===== config.mk =====
export PLATFORM = sky130hd
export DESIGN_NAME = flash_wr_seq
export DESIGN_NICKNAME = d
export VERILOG_FILES = /design/src/rtl/fws_pkg.sv /design/src/rtl/fws_spi_byte.sv /design/src/rtl/fws_frame_hdr.sv /design/src/rtl/flash_wr_seq.sv
export SDC_FILE = /design/constraint.sdc
export NUM_CORES = 1
export LEC_CHECK = 0
export BUFFER_PORTS_ARGS = -buffer_cell sky130_fd_sc_hd__buf_2
export CAP_MARGIN = 20
export CORE_AREA = 2 2 105 107
export CTS_CLUSTER_DIAMETER = 200
export CTS_CLUSTER_SIZE = 28
export DETAILED_ROUTE_END_ITERATION = 10
export DIE_AREA = 0 0 107 109
export PLACE_DENSITY = 0.75
export RECOVER_POWER = 100
export SYNTH_ARGS = -nofsm -noshare
export SYNTH_HDL_FRONTEND = slang
export SYNTH_SLANG_ARGS = --single-unit

===== constraint.sdc =====
create_clock -name clk -period 8.5 [get_ports clk]
set_input_delay 0.85 -clock clk [delete_from_list [all_inputs] [get_ports clk]]
set_output_delay 0.85 -clock clk [all_outputs]
set_load 0.02 [all_outputs]

===== src/rtl/fws_pkg.sv =====
package fws_pkg;

    typedef enum logic [1:0] {
        OP_PROG = 2'd0,
        OP_SECT = 2'd1,
        OP_BULK = 2'd2,
        OP_BAD  = 2'd3
    } op_e;

    typedef enum logic [2:0] {
        S_IDLE,
        S_WREN,
        S_CMD,
        S_DATA,
        S_POLL_OP,
        S_POLL_RD,
        S_GAP,
        S_FIN
    } st_e;

    localparam logic [7:0] CMD_WREN = 8'h06;
    localparam logic [7:0] CMD_PP   = 8'h02;
    localparam logic [7:0] CMD_SE   = 8'hD8;
    localparam logic [7:0] CMD_BE   = 8'hC7;
    localparam logic [7:0] CMD_RDSR = 8'h05;

endpackage


===== src/rtl/fws_spi_byte.sv =====
module fws_spi_byte #(
    parameter int CLK_DIV = 2
) (
    input  logic       clk,
    input  logic       rst_n,
    input  logic       start,
    input  logic [7:0] tx_byte,
    input  logic       miso,
    output logic       sclk,
    output logic       mosi,
    output logic       busy,
    output logic       done,
    output logic       rx_last
);
    localparam int CW = (CLK_DIV > 1) ? $clog2(CLK_DIV) : 1;

    typedef struct packed {
        logic          busy;
        logic          sclk;
        logic [CW-1:0] cnt;
        logic [2:0]    bits;
        logic [7:0]    sh;
        logic          rx;
        logic          done;
    } eng_t;

    eng_t q_q, d_d;

    always_comb begin
        d_d      = q_q;
        d_d.done = 1'b0;
        if (!q_q.busy) begin
            if (start) begin
                d_d.busy = 1'b1;
                d_d.sh   = tx_byte;
                d_d.bits = 3'd0;
                d_d.cnt  = '0;
                d_d.sclk = 1'b0;
            end
        end else if (q_q.cnt != CW'(CLK_DIV - 1)) begin
            d_d.cnt = q_q.cnt + CW'(1);
        end else begin
            d_d.cnt = '0;
            if (!q_q.sclk) begin
                d_d.sclk = 1'b1;
                d_d.rx   = miso;
            end else begin
                d_d.sclk = 1'b0;
                d_d.sh   = {q_q.sh[6:0], 1'b0};
                d_d.bits = q_q.bits + 3'd1;
                if (q_q.bits == 3'd7) begin
                    d_d.busy = 1'b0;
                    d_d.done = 1'b1;
                end
            end
        end
    end

    always_ff @(posedge clk or negedge rst_n) begin
        if (!rst_n) q_q <= '0;
        else        q_q <= d_d;
    end

    assign sclk    = q_q.sclk;
    assign mosi    = q_q.sh[7];
    assign busy    = q_q.busy;
    assign done    = q_q.done;
    assign rx_last = q_q.rx;

    // data line is frozen while the serial clock is high
    assert_mosi_hold_R6: assert property (@(posedge clk) disable iff (!rst_n)
        q_q.sclk |-> $stable(q_q.sh[7]));

    // a clock pulse is only produced while a byte is in flight
    assert_sclk_busy_R6: assert property (@(posedge clk) disable iff (!rst_n)
        q_q.sclk |-> q_q.busy);

endmodule


===== src/rtl/fws_frame_hdr.sv =====
module fws_frame_hdr
    import fws_pkg::*;
(
    input  op_e         op,
    input  logic [23:0] addr,
    input  logic [1:0]  idx,
    output logic [7:0]  hdr_byte
);
    always_comb begin
        unique case (idx)
            2'd0: hdr_byte = (op == OP_PROG) ? CMD_PP :
                             (op == OP_SECT) ? CMD_SE : CMD_BE;
            2'd1: hdr_byte = addr[23:16];
            2'd2: hdr_byte = addr[15:8];
            default: hdr_byte = addr[7:0];
        endcase
    end
endmodule


===== src/rtl/flash_wr_seq.sv =====
module flash_wr_seq
    import fws_pkg::*;
#(
    parameter int CLK_DIV = 2,
    parameter int LEN_W   = 16,
    parameter int POLL_W  = 8
) (
    input  logic              clk,
    input  logic              rst_n,
    input  logic              req_valid,
    output logic              req_ready,
    input  logic [1:0]        req_op,
    input  logic [23:0]       req_addr,
    input  logic [LEN_W-1:0]  req_len,
    input  logic [POLL_W-1:0] poll_max,
    input  logic [7:0]        data_in,
    output logic              data_pop,
    output logic              done,
    output logic              err,
    output logic              spi_sclk,
    output logic              spi_cs_n,
    output logic              spi_mosi,
    input  logic              spi_miso
);
    localparam int GAP_CYC = 2 * CLK_DIV;
    localparam int GW      = $clog2(GAP_CYC + 1);

    typedef struct packed {
        st_e               st;
        st_e               nxt;
        op_e               op;
        logic [23:0]       addr;
        logic [LEN_W-1:0]  rem;
        logic [2:0]        idx;
        logic [POLL_W-1:0] polls;
        logic [GW-1:0]     gap;
        logic              cs_n;
        logic              kick;
        logic [7:0]        tx;
        logic              pop;
        logic              done;
        logic              err;
    } seq_t;

    seq_t q_q, d_d;

    logic       eng_busy, eng_done, eng_rx;
    logic [7:0] hdr_byte;

    fws_spi_byte #(.CLK_DIV(CLK_DIV)) i_eng (
        .clk     (clk),
        .rst_n   (rst_n),
        .start   (q_q.kick),
        .tx_byte (q_q.tx),
        .miso    (spi_miso),
        .sclk    (spi_sclk),
        .mosi    (spi_mosi),
        .busy    (eng_busy),
        .done    (eng_done),
        .rx_last (eng_rx)
    );

    fws_frame_hdr i_hdr (
        .op       (q_q.op),
        .addr     (q_q.addr),
        .idx      (q_q.idx[1:0]),
        .hdr_byte (hdr_byte)
    );

    always_comb begin
        d_d      = q_q;
        d_d.kick = 1'b0;
        d_d.pop  = 1'b0;
        d_d.done = 1'b0;
        unique case (q_q.st)
            S_IDLE: if (req_valid) begin
                d_d.op    = op_e'(req_op);
                d_d.addr  = req_addr;
                d_d.rem   = req_len;
                d_d.polls = '0;
                d_d.err   = 1'b0;
                if (req_op == OP_BAD) begin
                    d_d.err = 1'b1;
                    d_d.st  = S_FIN;
                end else if (req_op == OP_PROG && req_len == '0) begin
                    d_d.st = S_FIN;
                end else begin
                    d_d.cs_n = 1'b0;
                    d_d.kick = 1'b1;
                    d_d.tx   = CMD_WREN;
                    d_d.st   = S_WREN;
                end
            end
            S_WREN: if (eng_done) begin
                d_d.cs_n = 1'b1;
                d_d.gap  = '0;
                d_d.idx  = 3'd0;
                d_d.nxt  = S_CMD;
                d_d.st   = S_GAP;
            end
            S_GAP: begin
                if (q_q.gap != GW'(GAP_CYC - 1)) begin
                    d_d.gap = q_q.gap + GW'(1);
                end else begin
                    d_d.st = q_q.nxt;
                    unique case (q_q.nxt)
                        S_WREN: begin
                            d_d.cs_n = 1'b0;
                            d_d.kick = 1'b1;
                            d_d.tx   = CMD_WREN;
                        end
                        S_CMD: begin
                            d_d.cs_n = 1'b0;
                            d_d.kick = 1'b1;
                            d_d.tx   = hdr_byte;
                            d_d.idx  = 3'd1;
                        end
                        S_POLL_OP: begin
                            d_d.cs_n = 1'b0;
                            d_d.kick = 1'b1;
                            d_d.tx   = CMD_RDSR;
                        end
                        default: ;
                    endcase
                end
            end
            S_CMD: if (eng_done) begin
                if (q_q.op == OP_BULK || (q_q.op == OP_SECT && q_q.idx == 3'd4)) begin
                    d_d.cs_n = 1'b1;
                    d_d.gap  = '0;
                    d_d.nxt  = S_POLL_OP;
                    d_d.st   = S_GAP;
                end else if (q_q.idx != 3'd4) begin
                    d_d.kick = 1'b1;
                    d_d.tx   = hdr_byte;
                    d_d.idx  = q_q.idx + 3'd1;
                end else begin
                    d_d.kick = 1'b1;
                    d_d.tx   = data_in;
                    d_d.pop  = 1'b1;
                    d_d.st   = S_DATA;
                end
            end
            S_DATA: if (eng_done) begin
                d_d.addr = q_q.addr + 24'd1;
                d_d.rem  = q_q.rem - LEN_W'(1);
                if (q_q.rem == LEN_W'(1) || q_q.addr[7:0] == 8'hFF) begin
                    d_d.cs_n = 1'b1;
                    d_d.gap  = '0;
                    d_d.nxt  = S_POLL_OP;
                    d_d.st   = S_GAP;
                end else begin
                    d_d.kick = 1'b1;
                    d_d.tx   = data_in;
                    d_d.pop  = 1'b1;
                end
            end
            S_POLL_OP: if (eng_done) begin
                d_d.kick = 1'b1;
                d_d.tx   = 8'h00;
                d_d.st   = S_POLL_RD;
            end
            S_POLL_RD: if (eng_done) begin
                d_d.cs_n = 1'b1;
                d_d.gap  = '0;
                if (!eng_rx) begin
                    d_d.polls = '0;
                    if (q_q.op == OP_PROG && q_q.rem != '0) begin
                        d_d.nxt = S_WREN;
                        d_d.st  = S_GAP;
                    end else begin
                        d_d.st = S_FIN;
                    end
                end else if (({1'b0, q_q.polls} + (POLL_W+1)'(1)) >= {1'b0, poll_max}) begin
                    d_d.err = 1'b1;
                    d_d.st  = S_FIN;
                end else begin
                    d_d.polls = q_q.polls + POLL_W'(1);
                    d_d.nxt   = S_POLL_OP;
                    d_d.st    = S_GAP;
                end
            end
            S_FIN: begin
                d_d.done = 1'b1;
                d_d.cs_n = 1'b1;
                d_d.gap  = '0;
                d_d.nxt  = S_IDLE;
                d_d.st   = S_GAP;
            end
            default: d_d.st = S_IDLE;
        endcase
    end

    always_ff @(posedge clk or negedge rst_n) begin
        if (!rst_n) begin
            q_q      <= '0;
            q_q.cs_n <= 1'b1;
        end else begin
            q_q <= d_d;
        end
    end

    assign req_ready = (q_q.st == S_IDLE);
    assign spi_cs_n  = q_q.cs_n;
    assign data_pop  = q_q.pop;
    assign done      = q_q.done;
    assign err       = q_q.err;

    // Cycles chip select has been high, saturating; used by the gap check
    logic [GW-1:0] hi_cnt_q;
    always_ff @(posedge clk or negedge rst_n) begin
        if (!rst_n)                         hi_cnt_q <= GW'(GAP_CYC);
        else if (!spi_cs_n)                 hi_cnt_q <= '0;
        else if (hi_cnt_q != GW'(GAP_CYC))  hi_cnt_q <= hi_cnt_q + GW'(1);
    end

    assert_cs_gap_R7: assert property (@(posedge clk) disable iff (!rst_n)
        $fell(spi_cs_n) |-> (hi_cnt_q >= GW'(GAP_CYC)));

    assert_sclk_idle_R6: assert property (@(posedge clk) disable iff (!rst_n)
        spi_cs_n |-> !spi_sclk);

    assert_kick_idle_R6: assert property (@(posedge clk) disable iff (!rst_n)
        q_q.kick |-> !eng_busy);

    assert_done_pulse_R10: assert property (@(posedge clk) disable iff (!rst_n)
        done |=> !done);

    assert_pop_in_data_R3: assert property (@(posedge clk) disable iff (!rst_n)
        data_pop |-> (q_q.st == S_DATA && !spi_cs_n));

endmodule


; ---- Word-level counts from Yosys, hierarchy flattened
; Index checks and enable logic that the tools add are counted.
; Widths: inputs -> output; s select.
[word_totals]
out_inout_bits = 7
ff_bits = 91
input_bits = 62
wordCells = 186
[op_classes]
n_addsub = 8
magnitude_cmp = 1
bitwise = 1
n_eq_ne = 45
n_reduce_logical = 32
muxes = 78
[ops]
columns = op, n
row1 = $mux 40, 2
row2 = $pmux 40 s2, 1
row3 = $mux 10, 6
row4 = $mux 14, 4
row5 = $mux 3, 17
row6 = $pmux 9 s5, 1
row7 = $mux 8, 5
row8 = $mux 6, 5
row9 = $pmux 10 s3, 1
row10 = $ne 2x2->1 const B, 13
row11 = $add 24x1->24 const B, 1
row12 = $pmux 3 s8, 1
row13 = $pmux 8 s3, 1
row14 = $eq 3x3->1 const B, 7
row15 = $pmux 3 s6, 1
row16 = $reduce_and 9->1, 2
row17 = $mux 1, 17
row18 = $eq 16x1->1 const B, 1
row19 = $logic_not 16->1, 1
row20 = $mux 4, 4
row21 = $pmux 8 s2, 1
row22 = $reduce_bool 16->1, 1
row23 = $sub 16x1->16 const B, 1
row24 = $pmux 3 s5, 1
row25 = 41 further kinds, 70

; ---- Depth between registers and ports, before layout
; Gate-level depths: netlist of run 1.
[depth]
ltp_word = 8
mapped_depth = 12
ltp_nobuf = 11

; ---- Modules after synthesis
; Synthesis of run 1 repeated with hierarchy kept, for this count alone.
[hier_totals]
hier_cells = 673
area_unflattened_um2 = 5734.2
[modules_own_cells]
columns = mod, instances, seq_area_each_um2, area_per_inst_um2, cells_per_inst
row1 = flash_wr_seq, 1, 1878.1, 4783.3, 579
row2 = fws_spi_byte, 1, 400.4, 719.4, 67
row3 = fws_frame_hdr, 1, 0.0, 231.5, 27

; ---- Worst setup path after synthesis of run 1
; Ideal clock, no wire load.
[synth_path]
kind = register to register
startpoint = reg q_q[16] (netlist name)
endpoint = reg q_q[16] (netlist name)
period_less_slack_ns = 2.730
path_stages_with_launch = 13
t_required_ns = 8.375
arrival_time_ns = 2.606
slack_ns = 5.770
setup_ns = 0.125
path_cell_list = dfrtp_1 ha_1 nand3_1 nor2_1 xor2_1 ha_1 a21oi_1 o221ai_1 a21oi_2 a21oi_1 or2_2 clkbuf_1 mux2_2
[synth_via]
elab_chain_len = 5
word_cells_on_any_way = 9
classes_between = add/sub: 2 / order compare: 1 / eq/ne: 1 / mux: 4 / reduce/logical: 1
[synth_rtl]
columns = item, line_no
row1 = start: declaration, flash_wr_seq.sv:45  ; seq_t q_q, d_d;
row2 = "parallel branches: the longest is 5 deep, another holds $add 8x1->9", n/a
; Several ways; the timed one is not identified. The select of a mux whose other input is x is not followed.
; A chain may end at the register's enable or synchronous reset.

; ---- Final worst setup path of run 1
[layout_path]
startpoint = reg q_q[72] (netlist name)
endpoint = reg q_q[7] (netlist name)
[layout_via]
elab_chain_len = 3
word_cells_on_any_way = 18
classes_between = eq/ne: 14 / mux: 1 / reduce/logical: 3
[layout_rtl]
columns = item, line_no
row1 = "$eq 3x3->1, or another cell as far along", flash_wr_seq.sv:75  ; unique case (q_q.st)
row2 = "$ne 4x1->1 (no line), or another cell as far along", n/a
row3 = $reduce_and 11->1 (no line), n/a
; Several ways; a longest one is shown, not always the timed one.

==> flow_metrics.env, run 1 <==
export IMPL_syn_to_final_growth_pct=9.94
export IMPL_reg2reg_slack_ns=3.47
export IMPL_syn_instance_count=674
export IMPL_cts_resized=0
export IMPL_fp_dieH_um=109
export IMPL_synth_fp_nets=756
export IMPL_synth_top_family_by_area="compound AO/OA/AOI/OAI gates"
export IMPL_ys_seq_elements=91
export IMPL_worst_setup_path_start_kind="register"
export IMPL_tns_ns=0
export IMPL_worst_pin_slew_ns=3.00
export IMPL_dr_pass1_iters=5
export IMPL_cts_tree="built"
export IMPL_synth_simple_area_share_pct=23.2
export IMPL_clock_skew_final_ns=0.00739
export IMPL_track_usage_pct=25.2
export IMPL_clk_latency_ns=0.38
export IMPL_cts_setup_buffers=0
export IMPL_hold_class="reg -> reg"
export IMPL_yosysWarnings=0
export IMPL_gr_total_overflow=0
export IMPL_die_w_um=107
export IMPL_drtIter0Drc=397
export IMPL_synthMuxAreaShare_pct=0.974
export IMPL_max_freq_mhz=199
export IMPL_slew_viol_final=165
export IMPL_diodes=0
export IMPL_wl_per_cell_um=16.3
export IMPL_switching_share_pct=22.4
export IMPL_p_seq_share_pct=55.3
export IMPL_cp_required_ns=8.80
export IMPL_io_buffers=68
export IMPL_clkTransAtPathRegs_ns=0.09
export IMPL_synth_avg_cell_area_sq_um=8.39
export IMPL_synth_xor_area_share_pct=1.24
export IMPL_seq_area_frac_synth_pct=40.3
export IMPL_ir_drop_v=0.0000636
export IMPL_die_area_sq_um=11700
export IMPL_setup_viol=0
export IMPL_power_frac_clock_pct=41.0
export IMPL_start_util_pct=53.3
export IMPL_antenna_found_initial=0
export IMPL_synth_async_sr_flop_share_pct=100
export IMPL_criticalPathCategory="reg -> reg"
export IMPL_ctsHtreeMaxLevel=3
export IMPL_viasPerCell=6.18
export IMPL_rsz0062_at_grt="false"
export IMPL_cts_buffers=9
export IMPL_cts_hold_buf=0
export IMPL_hpwl_mm=10.1
export IMPL_static_leakage_power_nw=2.84
export IMPL_internal_power_mw=0.610
export IMPL_drc=0
export IMPL_finalHoldViolCount=0
export IMPL_wirelength_mm=14.1
export IMPL_clock_sinks=91
export IMPL_grt_pass1_vias=4954
export IMPL_synthTopCellsByArea="dfrtp_1, a21oi_1, nand2_1, o21ai_0, ha_1"
export IMPL_crit_arrival_ns=5.33
export IMPL_violations="capacitance limit, slew limit"
export IMPL_synth_main_ff_cell="dfrtp_1"
export IMPL_vias=5342
export IMPL_yosysTopAreaCell="dfrtp_1"
export IMPL_comb_power_share_pct=3.8
export IMPL_synth_compound_area_share_pct=25.2
export IMPL_drv_cap=3
export IMPL_critPathMaxFanout=70
export IMPL_synth_distinct_cells=73
export IMPL_fin_crit_ns=5.03
export IMPL_whs_ns=0.479
export IMPL_placeableCoreArea_sq_um=10600
export IMPL_synthAdderAreaFrac_pct=4.43
export IMPL_maxSlewHeadroom_pct=-100
export IMPL_rows=38
export IMPL_synth_edf_count=0
export IMPL_stdcell_area_sq_um=6220
export IMPL_drive_gt1_share_pct=13.2
export IMPL_clockBufferDepth=2
export IMPL_synth_top_area_share_pct=39.8
export IMPL_grt_pass1_wl_mm=23.5
export IMPL_p_per_area_nw_per_um2=126
export IMPL_netlist_area_sq_um=5650
export IMPL_final_nets=802
export IMPL_place_area_sq_um=6050
export IMPL_fin_crit_sh_pct=59.1
export IMPL_outcome="finished with violations"
export IMPL_end_kind="register"
export IMPL_routabilityCongestion=0.925
export IMPL_ios=69
export IMPL_grt_max_degree=71
export IMPL_clockRootBuffer="clkbuf_8"
export IMPL_power_switching_mw=0.176
export IMPL_antenna_left=0
[path summary, 6_finish.rpt]
kind | depth (start not counted) | startpoint | endpoint
setup / recovery | 7 | q_q[72] | q_q[7]
hold reg to reg | 2 | i_eng.mosi | i_eng.mosi
min in group asynchronous | 1 | rst_n | q_q[74]
max in group asynchronous | 2 | rst_n | q_q[64]
hold / removal | 2 | i_eng.mosi | i_eng.mosi
setup reg to reg | 7 | q_q[72] | q_q[7]
[worst max-delay path, cell delays in order, from the launching register on]
cell	delay, ns
dfrtp_1	0.63
inv_1	0.25
nor3_4	0.21
clkbuf_1	1.92
nand3_1	0.58
a21boi_0	1.02
a221oi_1	0.18
o2bb2ai_1	0.17
[per-stage QoR]
stage	util [%]	worst slack (ns)	power [mW]	std cells
after floorplan	-	5.77	0.446	674
after global placement	57.0	5.62	0.473	848
after detailed placement	57.0	5.41	0.473	848
after CTS	59.0	5.40	0.792	864
after global routing	58.6	2.86	0.814	865
final	58.6	3.47	0.786	865
[cells in the mapped netlist (3+ instances only)]
cell	count
o31ai_1	3
buf_2	4
nand4_1	9
dfrtp_1	90
or3_1	5
a221o_1	7
o2bb2ai_1	3
nor2_1	59
o22ai_1	10
a22oi_1	12
and3_1	7
o21a_1	3
a31oi_1	8
xor2_1	6
nor3_1	18
a21oi_1	72
clkbuf_1	28
nor2b_1	10
nand3_1	35
a21boi_0	3
nand2b_1	8
nand2_1	81
o22a_1	4
a221oi_1	5
ha_1	20
o21ai_0	54
a222oi_1	4
a2bb2oi_1	5
inv_1	26
nor4_1	8
or2_2	3
a22o_1	5
a21o_1	3
and2_1	3
mux2_2	4
[cells in the final DEF, fill, tap and decap left out, types with 3 or more instances in the layout]
master | Yosys | layout
a211oi_1 | 2 | 3
a21boi_0 | 3 | 4
a21o_1 | 3 | 3
a21oi_1 | 72 | 72
a221o_1 | 7 | 7
a221oi_1 | 5 | 5
a222oi_1 | 4 | 4
a22o_1 | 5 | 5
a22oi_1 | 12 | 12
a2bb2oi_1 | 5 | 5
a31oi_1 | 8 | 8
and3_1 | 7 | 7
buf_2 | 4 | 60
clkbuf_1 | 28 | 13
clkbuf_8 | 0 | 9
dfrtp_1 | 90 | 90
ha_1 | 20 | 20
inv_1 | 26 | 27
mux2_2 | 4 | 4
nand2_1 | 81 | 81
nand2b_1 | 8 | 8
nand3_1 | 35 | 36
nand4_1 | 9 | 9
nor2_1 | 59 | 59
nor2b_1 | 10 | 10
nor3_1 | 18 | 18
nor4_1 | 8 | 8
o21a_1 | 3 | 3
o21ai_0 | 54 | 54
o22a_1 | 4 | 4
o22ai_1 | 10 | 10
o2bb2ai_1 | 3 | 3
o31ai_1 | 3 | 3
or2_2 | 3 | 3
or3_1 | 5 | 5
xor2_1 | 6 | 6
[power by group through the flow]
stage               Clock, mW  Sequential (mW)  Combinational (mW)
floorplan                   0            0.443             0.00381
global placement            0            0.443              0.0300
detailed placement          0            0.443              0.0306
CTS                     0.327            0.434              0.0307
global route            0.346            0.435              0.0337
finish                  0.322            0.434              0.0295
[per-layer routing]
layer / GRT usage [%] / share of wire (%) / vias up
li1: - / - / 2560
met3: 3.41 / 6.4 / 25
met2: 39.9 / 47 / 204
met5: 0 / 0 / -
met4: 10.0 / 1.9 / 0
met1: 35.3 / 45 / 2553
[state kept, by name, summed over array words and instances, names as in the netlist]
name,cells
i_eng.busy,1
i_eng.q_q,11
done,1
spi_cs_n,1
i_eng.done,1
q_q,71
err,1
i_eng.rx_last,1
i_eng.mosi,1
i_eng.sclk,1
data_pop,1
[cell families (layout without fill, tap and decap cells)]
group	after synthesis	in the layout
AND/OR/NAND/NOR	265	265
buffers and inverters	65	116
multiplexers	5	5
XOR/XNOR	8	8
AO/OA/AOI/OAI	220	220
flip-flops	91	91
adder cells (fa/ha/maj)	20	20
[area by class of cell]
class	count	area, sq um
fillers	957	4390
multi-input cells	518	3100
flip-flops and latches	91	2280
repair buffers	73	357
well taps	140	175
clock buffers	11	131
inverters	27	101
clock inverters	5	77.6
Power figures use the tool's default switching activity.
==> inputs of run 2 (changes only) <==
Settings changed: ABC_AREA set to 1, CORE_AREA 2 2 105 107 to 2 2 110 112, DIE_AREA 0 0 107 109 to 0 0 112 114, PLACE_DENSITY 0.75 to 0.74.
Clock period 8.5 ns to 5.1 ns, I/O delays scaled along.
==> run 2 against run 1 <==
Net effect: fmax up 36%; cell count up 31%; sequential power up 69%; largest power group unchanged; the run still ends with capacitance limit, slew limit left; die area up 9.5%; critical endpoint is now q_q[61]; clock power up 110%; register-to-register slack worse by 2.1 ns; critical path depth up 2; worst hold slack worse by 0.11 ns; sequential share of layout area down 3.5 points.
==> flow_metrics.env, run 2 <==
export IMPL_outcome="finished with violations"
export IMPL_violations="capacitance limit, slew limit"
export IMPL_post_place_ws_ns=2.30
export IMPL_die_area_sq_um=12800
export IMPL_holdPathStages=3
export IMPL_final_fill_count=1193
export IMPL_gr_total_overflow=0
export IMPL_clk_latency_ns=0.35
export IMPL_wl_per_cell_um=13.4
export IMPL_synth_top_area_share_pct=36.3
export IMPL_finalHoldViolCount=0
export IMPL_max_freq_mhz=270
export IMPL_routabilityCongestion=0.949
export IMPL_placeableCoreArea_sq_um=11700
export IMPL_synth_distinct_cells=42
export IMPL_die_w_um=112
export IMPL_cts_hold_buf=0
export IMPL_worst_pin_slew_ns=2.53
export IMPL_cts_resized=0
export IMPL_grt_max_degree=62
export IMPL_netlist_area_sq_um=6200
export IMPL_drtIter0Drc=511
export IMPL_dr_pass1_iters=6
export IMPL_p_per_area_nw_per_um2=216
export IMPL_mostFrequentLayoutCells="nand2_1, inv_1, nor2_1, dfrtp_1, o21ai_0"
export IMPL_synth_fp_nets=1001
export IMPL_stdcell_area_sq_um=6880
export IMPL_cp_required_ns=5.33
export IMPL_hp_start="data_in[5]"
export IMPL_routed_top_layer="met4"
export IMPL_path_cells="inv_1 -> nand2_4 -> nor2_1 -> nand2_1 -> nand2_1 -> inv_4 -> nor2_1 -> nand2_1 -> o21ai_0"
export IMPL_slew_viol_final=100
export IMPL_worst_setup_path_start_kind="register"
export IMPL_end_kind="register"
export IMPL_layout_setup_ws_ns=1.40
export IMPL_final_nets=1063
export IMPL_wl_met3_um=794
export IMPL_seq_area_frac_synth_pct=36.7
export IMPL_critical_path_max_stage_delay_ns=1.26
export IMPL_yosysTopAreaCell="dfrtp_1"
export IMPL_top_regs="q_q (71), i_eng.q_q (11)"
export IMPL_hold_end="q_q[8]"
export IMPL_post_route_util_pct=58.7
export IMPL_yosysWarnings=0
export IMPL_crit_path_top_delay_cell="nand2_1"
export IMPL_critPathMaxFanout=52
export IMPL_reg2reg_slack_ns=1.40
export IMPL_rsz0062_at_grt="false"
export IMPL_clock_sinks=91
export IMPL_vias=6047
export IMPL_wl_met2_mm=6.93
export IMPL_synth_avg_cell_area_sq_um=6.75
export IMPL_wirelength_mm=15.2
export IMPL_worstRegToRegCells=9
export IMPL_synthTopCellsByArea="dfrtp_1, nand2_1, inv_1, nor2_1, o21ai_0"
export IMPL_clkTransAtPathRegs_ns=0.07
export IMPL_syn_to_final_growth_pct=10.8
export IMPL_synth_main_ff_cell="dfrtp_1"
export IMPL_start_util_pct=53.0
export IMPL_wl_met1_mm=7.24
export IMPL_ios=69
export IMPL_fin_crit_sh_pct=72.5
export IMPL_io_buffers=68
export IMPL_largest_reg_flops=71
export IMPL_ir_drop_v=0.000145
export IMPL_cts_buffers=9
export IMPL_final_common_cell="nand2_1"
export IMPL_clockRootBuffer="clkbuf_16"
export IMPL_drive_gt1_share_pct=10.5
export IMPL_place_area_sq_um=6640
export IMPL_viasPerCell=5.34
export IMPL_cp_common_cell="nand2_1"
export IMPL_fp_dieH_um=114
export IMPL_diodes=0
export IMPL_maxSlewHeadroom_pct=-68.4
export IMPL_ctsHtreeMaxLevel=3
export IMPL_largest_register="q_q"
export IMPL_yosysMostFrequentCell="nand2_1"
export IMPL_drc=0
export IMPL_reg2reg_from="q_q[73]"
export IMPL_hpwl_mm=11.2
export IMPL_synth_async_sr_flop_share_pct=100
export IMPL_track_usage_pct=24.6
export IMPL_hold_class="in -> reg"
export IMPL_rows=40
export IMPL_syn_instance_count=919
export IMPL_fin_crit_ns=3.70
export IMPL_crit_path_start="q_q[73]"
export IMPL_synthTopCellsByCount="nand2_1, inv_1, nor2_1"
export IMPL_grt_pass1_wl_mm=25.8
export IMPL_clock_skew_final_ns=0.00762
export IMPL_r2r_end="q_q[61]"
export IMPL_criticalPathCategory="reg -> reg"
export IMPL_antenna_left=0
export IMPL_drv_cap=2
export IMPL_setup_viol=0
export IMPL_crit_arrival_ns=3.92
export IMPL_whs_ns=0.364
export IMPL_static_leakage_power_nw=3.58
export IMPL_grt_pass1_vias=5487
export IMPL_synth_edf_count=0
export IMPL_tns_ns=0
export IMPL_cts_setup_buffers=0
export IMPL_antenna_found_initial=0
export IMPL_ys_seq_elements=91
export IMPL_cts_tree="built"
export IMPL_clockBufferDepth=2
## run 2: changes by cell type after synthesis, sizes merged, moves of 9 or more
cell and delta:
a21oi -33, clkbuf -27, inv +101, nand2 +188
nand3 +29, nor2 +63, nor2b -10, nor3 -10
nor4 -9, o21ai +19
## run 2: cell families after synthesis
logic type,Yosys count,synth area share [%]
xor gates and xnor gates,10,1.41
and+or+nand+nor,492,33.7
adders and majority gates,20,4.03
DFF,91,36.7
AOI/OAI and AO/OA,156,14.3
muxes,1,0.181
buffers and inverters,149,9.62
## run 2: area by class of cell
class / count / area (sq um) / share of cell area [%]
clock buffers: 9 / 225 / 3.28
clock inverters: 7 / 76.3 / 1.11
inverters: 130 / 490 / 7.13
multi-input cells: 679 / 3280 / 47.7
flip-flops and latches: 91 / 2280 / 33.1
well taps: 147 / 184 / 2.68
repair buffers: 70 / 343 / 4.99
## run 2: worst max-delay path, delay by kind of cell, from the launching register on
family | cells | cell delay [ns]
DFF | 1 | 0.48
buffers and inverters | 2 | 0.58
and+or+nand+nor | 6 | 2.43
AOI/OAI and AO/OA | 1 | 0.08
## run 2: per-stage QoR
| stage | power [mW] | instances |
|---|---|---|
| floorplan | 0.769 | 919 |
| global placement | 0.815 | 1117 |
| detailed placement | 0.816 | 1117 |
| CTS | 1.49 | 1133 |
| global route | 1.53 | 1133 |
| finish | 1.49 | 1133 |
## run 2: power breakdown
group	total [mW]	internal (mW)	switching (mW)
logic	0.0684	0.0293	0.0391
registers	0.732	0.725	0.00627
clock network	0.688	0.384	0.304
## run 2: worst max path at each step
stage / to / slack [ns]
after floorplan: q_q[16] / 2.95
after global placement: q_q[72] / 2.40
after detailed placement: q_q[72] / 2.30
after CTS: q_q[72] / 2.29
after global routing: q_q[61] / 1.03
final: q_q[61] / 1.40
## run 2: layer usage
metal	vias to the layer above	track usage, %
met5	-	0
met4	0	6.67
met3	18	2.98
met2	194	39.9
met1	2738	35.2
li1	3097	-
